[config.mk]
export PLATFORM = sky130hd
export DESIGN_NAME = rst_seq_ctrl
export DESIGN_NICKNAME = d
export VERILOG_FILES = /design/src/rtl/rst_seq_pkg.sv /design/src/rtl/rst_pin_filter.sv /design/src/rtl/rst_delay_chain.sv /design/src/rtl/rst_cause_flags.sv /design/src/rtl/rst_seq_ctrl.sv
export SDC_FILE = /design/constraint.sdc
export NUM_CORES = 1
export LEC_CHECK = 0
export CAP_MARGIN = 20
export CORE_AREA = 2 2 54 56
export DETAILED_ROUTE_END_ITERATION = 10
export DIE_AREA = 0 0 56 58
export PLACE_DENSITY = 0.72
export SLEW_MARGIN = 20
export SYNTH_ARGS = -nofsm -noshare
export SYNTH_HDL_FRONTEND = slang
export SYNTH_SLANG_ARGS = --single-unit
[constraint.sdc]
create_clock -name clk -period 0.9 [get_ports clk]
set_clock_uncertainty 0.05 [all_clocks]
set_input_delay 0.135 -clock clk [delete_from_list [all_inputs] [get_ports clk]]
set_output_delay 0.135 -clock clk [all_outputs]
set_load 0.02 [all_outputs]
[src/rtl/rst_seq_pkg.sv]
package rst_seq_pkg;

  typedef enum logic [1:0] {
    PH_PWRT = 2'd0,
    PH_OST  = 2'd1,
    PH_RUN  = 2'd2
  } rst_phase_e;

  localparam int FLG_W   = 5;
  localparam int FLG_BRN = 0;
  localparam int FLG_PWR = 1;
  localparam int FLG_SLP = 2;
  localparam int FLG_WDT = 3;
  localparam int FLG_INS = 4;

  localparam logic [FLG_W-1:0] FLG_POWERON = 5'b11100;

endpackage

[src/rtl/rst_pin_filter.sv]
module rst_pin_filter #(
  parameter int FILT_LEN = 4
) (
  input  logic clk,
  input  logic rst_n,
  input  logic tick,
  input  logic pin_n,
  output logic hit
);

  localparam int CW = $clog2(FILT_LEN + 1);

  logic [1:0]    sync_q;
  logic [CW-1:0] cnt_q, cnt_d;

  // run-length of low samples, saturating at FILT_LEN
  always_comb begin
    cnt_d = cnt_q;
    if (tick) begin
      if (sync_q[1])
        cnt_d = '0;
      else if (cnt_q != CW'(FILT_LEN))
        cnt_d = cnt_q + 1'b1;
    end
  end

  always_ff @(posedge clk or negedge rst_n) begin
    if (!rst_n) begin
      sync_q <= 2'b11;
      cnt_q  <= '0;
    end else begin
      sync_q <= {sync_q[0], pin_n};
      cnt_q  <= cnt_d;
    end
  end

  assign hit = (cnt_q == CW'(FILT_LEN));

endmodule

[src/rtl/rst_delay_chain.sv]
module rst_delay_chain
  import rst_seq_pkg::*;
#(
  parameter int PWRT_TICKS = 2048,
  parameter int OST_CYCLES = 1024
) (
  input  logic clk,
  input  logic rst_n,
  input  logic tick,
  input  logic req,
  output logic hold
);

  localparam int MAXN = (PWRT_TICKS > OST_CYCLES) ? PWRT_TICKS : OST_CYCLES;
  localparam int CW   = $clog2(MAXN + 1);

  rst_phase_e    ph_q, ph_d;
  logic [CW-1:0] cnt_q, cnt_d;

  always_comb begin
    ph_d  = ph_q;
    cnt_d = cnt_q;
    if (req) begin
      ph_d  = PH_PWRT;
      cnt_d = '0;
    end else begin
      case (ph_q)
        PH_PWRT: begin
          if (tick) begin
            if (cnt_q == CW'(PWRT_TICKS - 1)) begin
              ph_d  = PH_OST;
              cnt_d = '0;
            end else begin
              cnt_d = cnt_q + 1'b1;
            end
          end
        end
        PH_OST: begin
          if (cnt_q == CW'(OST_CYCLES - 1)) begin
            ph_d  = PH_RUN;
            cnt_d = '0;
          end else begin
            cnt_d = cnt_q + 1'b1;
          end
        end
        default: ;
      endcase
    end
  end

  always_ff @(posedge clk or negedge rst_n) begin
    if (!rst_n) begin
      ph_q  <= PH_PWRT;
      cnt_q <= '0;
    end else begin
      ph_q  <= ph_d;
      cnt_q <= cnt_d;
    end
  end

  assign hold = (ph_q != PH_RUN);

endmodule

[src/rtl/rst_cause_flags.sv]
module rst_cause_flags
  import rst_seq_pkg::*;
(
  input  logic             clk,
  input  logic             rst_n,
  input  logic [FLG_W-1:0] clr,
  input  logic [FLG_W-1:0] set,
  output logic [FLG_W-1:0] flags
);

  logic [FLG_W-1:0] flags_q, flags_d;

  // clear beats set
  always_comb flags_d = (flags_q | set) & ~clr;

  always_ff @(posedge clk or negedge rst_n) begin
    if (!rst_n) flags_q <= FLG_POWERON;
    else        flags_q <= flags_d;
  end

  assign flags = flags_q;

endmodule

[src/rtl/rst_seq_ctrl.sv]
module rst_seq_ctrl
  import rst_seq_pkg::*;
#(
  parameter int PWRT_TICKS = 2048,
  parameter int OST_CYCLES = 1024,
  parameter int FILT_LEN   = 4
) (
  input  logic             clk,
  input  logic             por_n,
  input  logic             slow_tick,
  input  logic             ext_rst_n,
  input  logic             ext_en,
  input  logic             in_sleep,
  input  logic             wdt_timeout,
  input  logic             bor_det,
  input  logic             bor_en,
  input  logic             sw_reset,
  input  logic             stk_full,
  input  logic             stk_unf,
  input  logic [FLG_W-1:0] flag_set,
  output logic             chip_rst,
  output logic [FLG_W-1:0] cause
);

  logic [1:0]       por_sync_q;
  logic             rst_sync_n;
  logic             pin_hit, pin_req, bor_req, req_any;
  logic [FLG_W-1:0] flg_clr;

  // power-on: asserted asynchronously, released on the clock
  always_ff @(posedge clk or negedge por_n) begin
    if (!por_n) por_sync_q <= 2'b00;
    else        por_sync_q <= {por_sync_q[0], 1'b1};
  end
  assign rst_sync_n = por_sync_q[1];

  rst_pin_filter #(.FILT_LEN(FILT_LEN)) u_filt (
    .clk   (clk),
    .rst_n (rst_sync_n),
    .tick  (slow_tick),
    .pin_n (ext_rst_n),
    .hit   (pin_hit)
  );

  assign pin_req = ext_en & pin_hit;
  assign bor_req = bor_det & bor_en;
  assign req_any = pin_req | bor_req | wdt_timeout | sw_reset | stk_full | stk_unf;

  always_comb begin
    flg_clr          = '0;
    flg_clr[FLG_INS] = sw_reset;
    flg_clr[FLG_WDT] = wdt_timeout;
    flg_clr[FLG_SLP] = pin_req & in_sleep;
    flg_clr[FLG_BRN] = bor_req;
  end

  rst_delay_chain #(.PWRT_TICKS(PWRT_TICKS), .OST_CYCLES(OST_CYCLES)) u_chain (
    .clk   (clk),
    .rst_n (rst_sync_n),
    .tick  (slow_tick),
    .req   (req_any),
    .hold  (chip_rst)
  );

  rst_cause_flags u_flags (
    .clk   (clk),
    .rst_n (rst_sync_n),
    .clr   (flg_clr),
    .set   (flag_set),
    .flags (cause)
  );

endmodule

* After elaboration in Yosys (flattened, before gate mapping)
Cells that the tools add are included.
Storage, ports and cells: flip-flop bits (word level) 26, bits of input ports 17
Operators by class: $add $sub $neg 2, muxes and demuxes 12, eq/ne operators 9, reduce and logical (&&, ||, !) cells 6, bitwise operators 11
Operators with widths (number):
- $mux W12 | 4
- $pmux W12 S2 | 1
- $add A12 B1 Y12 const B | 1
- $eq A12 B10 Y1 const B | 1
- $eq A12 B11 Y1 const B | 1
- $mux W2 | 4
- $mux W3 | 2
- $ne A3 B2 Y1 const B | 2
- $ne A3 B3 Y1 const B | 2
- $and A5 B5 Y5 | 1
- $not A5 Y5 | 1
- $or A1 B1 Y1 | 5
- $or A5 B5 Y5 | 1
- $pmux W2 S2 | 1
- $reduce_and A2 Y1 | 2
- $reduce_and A4 Y1 | 1
- $add A3 B1 Y3 const B | 1
- $and A1 B1 Y1 | 3
- $eq A3 B3 Y1 const B | 1
- $reduce_bool A3 Y1 | 1
- $eq A2 B1 Y1 const B | 1
- $logic_not A2 Y1 | 1
- $ne A2 B2 Y1 const B | 1
- $reduce_bool A2 Y1 | 1

* Longest topological paths before layout
depth in word-level cells 9, mapped depth 7

* Modules after synthesis
From an unflattened synthesis, not the netlist that was laid out.
Unflattened totals: cell total of the unflattened synthesis 121, area, all modules 1330.0 um^2
By module, submodules not included:
- rst_delay_chain | instances 1, sequential area each 350.3 um^2, cells each 84, area an instance 833.3 um^2
- rst_pin_filter | instances 1, sequential area each 127.6 um^2, cells each 19, area an instance 231.5 um^2
- rst_cause_flags | instances 1, sequential area each 128.9 um^2, cells each 10, area an instance 178.9 um^2
- rst_seq_ctrl | instances 1, sequential area each 50.0 um^2, cells each 8, area an instance 86.3 um^2

* Least setup slack after synthesis
OpenSTA, ideal clock, no wires.
path kind register -> register, start point register u_filt.cnt_q[0], end point register u_chain.cnt_q[11], path buffers 1, arrival 1.441 ns, cell stages (with the launch flop) 8, setup time 0.095 ns, path slack -0.687 ns, required time 0.755 ns, cell sequence dfrtp_1 > inv_1 > ha_1 > and3_1 > a211o_1 > buf_6 > a211o_1 > o31ai_1
Between the ends: longest elaborated chain between the ends 9, elaborated cells between the ends (all ways) 11, classes of those cells 2 x eq/ne; 1 x mux; 6 x bitwise; 2 x reduce/logical
Ends and longest elaborated chain:
- start, declared | RTL line rst_pin_filter.sv:14 | logic [CW-1:0] cnt_q, cnt_d;
- start signal, assigned | RTL line rst_pin_filter.sv:33 | cnt_q <= cnt_d;
- $eq A3 B3 Y1 (*) | RTL line rst_pin_filter.sv:37 | assign hit = (cnt_q == CW'(FILT_LEN));
- $and A1 B1 Y1 (*) | RTL line rst_seq_ctrl.sv:45 | assign pin_req = ext_en & pin_hit;
- $or A1 B1 Y1 (*) (5 in series) | RTL line rst_seq_ctrl.sv:47 | assign req_any = pin_req | bor_req | wdt_timeout | sw_reset | stk_full | stk_unf;
- $ne A3 B3 Y1 (no line) / $reduce_bool A3 Y1 (equally long branches)
- $reduce_and A2 Y1 (no line)
- end signal, assigned | RTL line rst_delay_chain.sv:57 | cnt_q <= cnt_d;
- end, declared | RTL line rst_delay_chain.sv:18 | logic [CW-1:0] cnt_q, cnt_d;
Every way passes the cells marked *; elsewhere a longest branch is shown, timed or not. A chain may end at the register's enable or synchronous reset.

* Worst setup path after layout
start point register u_chain.cnt_q[0], end point register u_chain.ph_q[1]
Between the ends: longest elaborated chain between the ends 3, elaborated cells between the ends (all ways) 5, classes of those cells 4 x eq/ne; 1 x reduce/logical
Ends and longest elaborated chain:
- $eq A12 B10 Y1 / $eq A12 B11 Y1 (equally long branches) | RTL line rst_delay_chain.sv:39, rst_delay_chain.sv:30
- $ne A3 B2 Y1 (no line)
- $reduce_and A4 Y1 (no line) (*)
- end signal, assigned | RTL line rst_delay_chain.sv:56 | ph_q <= ph_d;
- end, declared | RTL line rst_delay_chain.sv:17 | rst_phase_e ph_q, ph_d;
Marks and branches as above.

==> summary.md <==
| Metric | Value |
|---|---|
| Fin crit period | 1.53 ns |
| Met2 Usage GRT | 0.385 |
| Core Area | about 2700 µm² |
| Cell Pwr Density | 1130 nW/µm² |
| R2R Setup Slk | -0.63 ns |
| Final hold vios | 0 |
| WL/cell | 14.4 µm |
| VDD IR max | roughly 1100 µV |
| Worst path depth | 5 |
| Setup ws final | -0.629 ns |
| CTS root buf | clkbuf_4 |
| Final Setup Violations | 24 |
| Mapped Area | ~1300 µm² |
| Die H | a little under 60 µm |
| Area delta synth->final | 55.7% |
| Worst-path fanout max | 7 |
| Max-cap violations | 0 |
| Die area | 3250 µm² |
| Max stage delay on crit path | 0.40 ns |
| Largest cells by area after synthesis | dfrtp_1 (41%), dfstp_2 (10%), nor2_1 (4.7%), a21oi_1 (3.5%), ha_1 (2.9%) |
| Bufs on Longest Clock Path | 2 |
| FILL cells | between 150 and 200 |
| Post-route insts no fill | 216 |
| Synth top area share | 0.411 |
| GRT overflow | 0 |
| WP buf/inv | 0 |
| Post-detail-place hpwl | ~2100 µm |
| Synth Instances | 122 |
| Crit path to | u_chain.ph_q[1] |
| DRT Pass-1 Iters | 4 |
| GRT Overall Usage | 0.210 |
| M1 GR Usage | 0.246 |
| Clk sink count | 26 |
| First-pass GRT wire length | approximately 5400 µm |
| Sequential share of the synthesized area | 0.514 |
| Fin crit share | 1.70 |
| Largest net degree at the start of global routing | 15 |
| Unique masters post-synth | 36 |
| DRC viols | 0 |
| Final Net Count | about 200 |
| Synth warnings | 0 |
| Share of layout cells above drive strength 1 | 0.454 |
| Reg2reg end | u_chain.ph_q[1] |
| Failing checks | negative setup slack |
| Vias/cell | approximately 5.3 |
| Slowest CP cell | dfrtp_1 |
| Vias in the first global route | about 1300 |
| Hold WC Path Type | reg -> async |
| Routed WL | between 3000 and 4000 µm |
| Setup_tns | -10.67 ns |
| Clock-pin slew on the worst setup and hold paths | 0.14 ns |
| ANT cells | 0 |
| Total CTS buffers | 3 |
| CP cell instances | ha_2 > and4_4 > nand3_4 > or3_4 > a21oi_2 |
| Iter 0 DRT Violations | 32 |
| Worst Reg2Reg Path Length in Cells | 5 |
| Remaining antenna violation count | 0 |
| Clk Latency, worst-skew pair | between 0.3 and 0.4 ns |
| CP Launch Type | flip-flop |
| H-tree level count | 1 |
| Top Usage Layer GRT | met2 |
| Met3 Usage GRT | 0.0357 |
| Vias post-DR | 1145 |
| Delay-heaviest family, CP | simple AND/OR/NAND/NOR gates |
| Commonest non-fill, non-tap cells in the layout | buf_4 (34), dfrtp_1 (20), nor2_1 (15) |
| Boundary Pins | 23 |
| R2R Path Start | u_chain.cnt_q[0] |
| Pre-CTS setup slack | -1.05 ns |
| Cell row count | 19 |
| Routability Congestion | approximately 0.81 |
| F_max | between 600 and 700 MHz |
| CTS tree | yes |
| Critical Path Start | u_chain.cnt_q[0] |
| Initial Util | 0.480 |
| Sequential cell area | ~660 µm² |
| Max-slew violations | 0 |
| Syn nets | about 140 |
| Horiz. Die Dim | roughly 56 µm |
| Worst Path Arrival | 1.74 ns |
| Port-buffer cells | 22 |
| WS Path Type | reg -> reg |
| Dpl cells | about 200 |
| Area used by multi-input combinational logic | 691 µm² |
| Pwr Total | approximately 2.2 mW |
| Pleak | roughly 0.86 nW |
| Post-synth top area cell | dfrtp_1 |
| Syn avg cell area | between 10 and 15 µm² |
| Post-synthesis register bit count | 26 |
| Most common cell after layout, fill and taps aside | buf_4 |
| Worst EP required | roughly 1.1 ns |
| RSZ-0062 raised after global routing | yes |
| Post-route core utilization | 0.748 |
| Initial antenna violation count | 0 |
| CP Capture Type | flip-flop |
| Run status | finished with violations |
-- final cells by class --
class / instances / share of cell area
inverter: 7 / 0.0132
timing repair buffer: 61 / 0.272
sequential: 26 / 0.331
multi-input combinational: 87 / 0.347
clock buffer: 4 / 0.0182
tap: 31 / 0.0195
-- flip-flops by register name, summed over array words and instances (netlist names) --
name           count
u_flags.flags      5
u_chain.cnt_q     12
u_chain.ph_q       2
u_filt.cnt_q       3
por_sync_q         2
u_filt.sync_q      2
-- metal layers --
metal  part of all wire  routed length (µm)
met1               0.41                1260
met2               0.53                1650
met3              0.042                 131
met4              0.019                  59
met5                  0                   0
-- cell usage after synthesis --
master    instances
and3_1            3
o211ai_1          2
buf_6             2
nand4_1           3
nor4_1            1
o21bai_1          1
xnor2_1           3
or2_2             1
a21oi_1           9
ha_1              3
xor2_1            4
and4_2            2
and2b_2           1
o21bai_4          1
or3_1             1
a31o_2            1
nand3_1           4
dfrtp_1          21
o31ai_1           1
nand2_1          10
nor3_2            1
a211oi_1          1
o21ba_2           1
nor3_1            1
inv_1             7
dfstp_2           5
nor2_1           16
a211o_1           2
nand3b_1          2
nor2b_4           1
xnor2_4           1
o21ai_0           5
conb_1            1
a311oi_1          1
or4_1             2
mux2i_1           1
-- repair_timing --
action / CTS / global route
hold buffers: 1 / 2
resized for setup: 51 / 15
hold endpoints to repair: 2 / 2
endpoints found under the setup margin: 24 / 24
buffers inserted: 4 / 5
pin swaps: 9 / 6
-- kinds of logic after synthesis --
group,Yosys count,share of synthesized area
compound gates,25,0.134
xor+xnor,8,0.0695
fa+ha+maj,3,0.0294
buf+inv,9,0.0382
flops,26,0.514
mux,1,0.00783
other cells,1,0.00293
simple gates,49,0.205
-- power by group --
| group | total [mW] | internal (mW) | switching, mW |
|---|---|---|---|
| Combinational | 0.397 | 0.217 | 0.179 |
| Clock | 0.596 | 0.248 | 0.348 |
| Sequential | 1.25 | 1.22 | 0.0265 |
-- worst min path at each step --
stage	startpoint	to	slack (ns)	cells after the start
final	por_sync_q[1]	u_chain.cnt_q[10]	0.14	1
after CTS	ext_rst_n	u_filt.sync_q[0]	0.14	1
after global routing	ext_rst_n	u_filt.sync_q[0]	0.15	1
after floorplan	por_n	por_sync_q[0]	-0.21	0
after global placement	por_sync_q[1]	u_chain.cnt_q[9]	0.13	1
after detailed placement	por_sync_q[1]	u_flags.flags[1]	0.14	1
-- through the flow --
step / hold WS [ns] / area (µm²)
global placement: 0.131 / 1760
global route: 0.154 / 1990
detailed placement: 0.137 / 1760
CTS: 0.140 / 1880
finish: 0.137 / 1990
floorplan: -0.211 / 1300
-- worst register-to-register path, stage by stage (launching register included) --
cell and delay [ns]:
dfrtp_1 0.40, ha_2 0.20, and4_4 0.25, nand3_4 0.11, or3_4 0.35, a21oi_2 0.12
No activity file was read; power rests on OpenSTA's default activity.
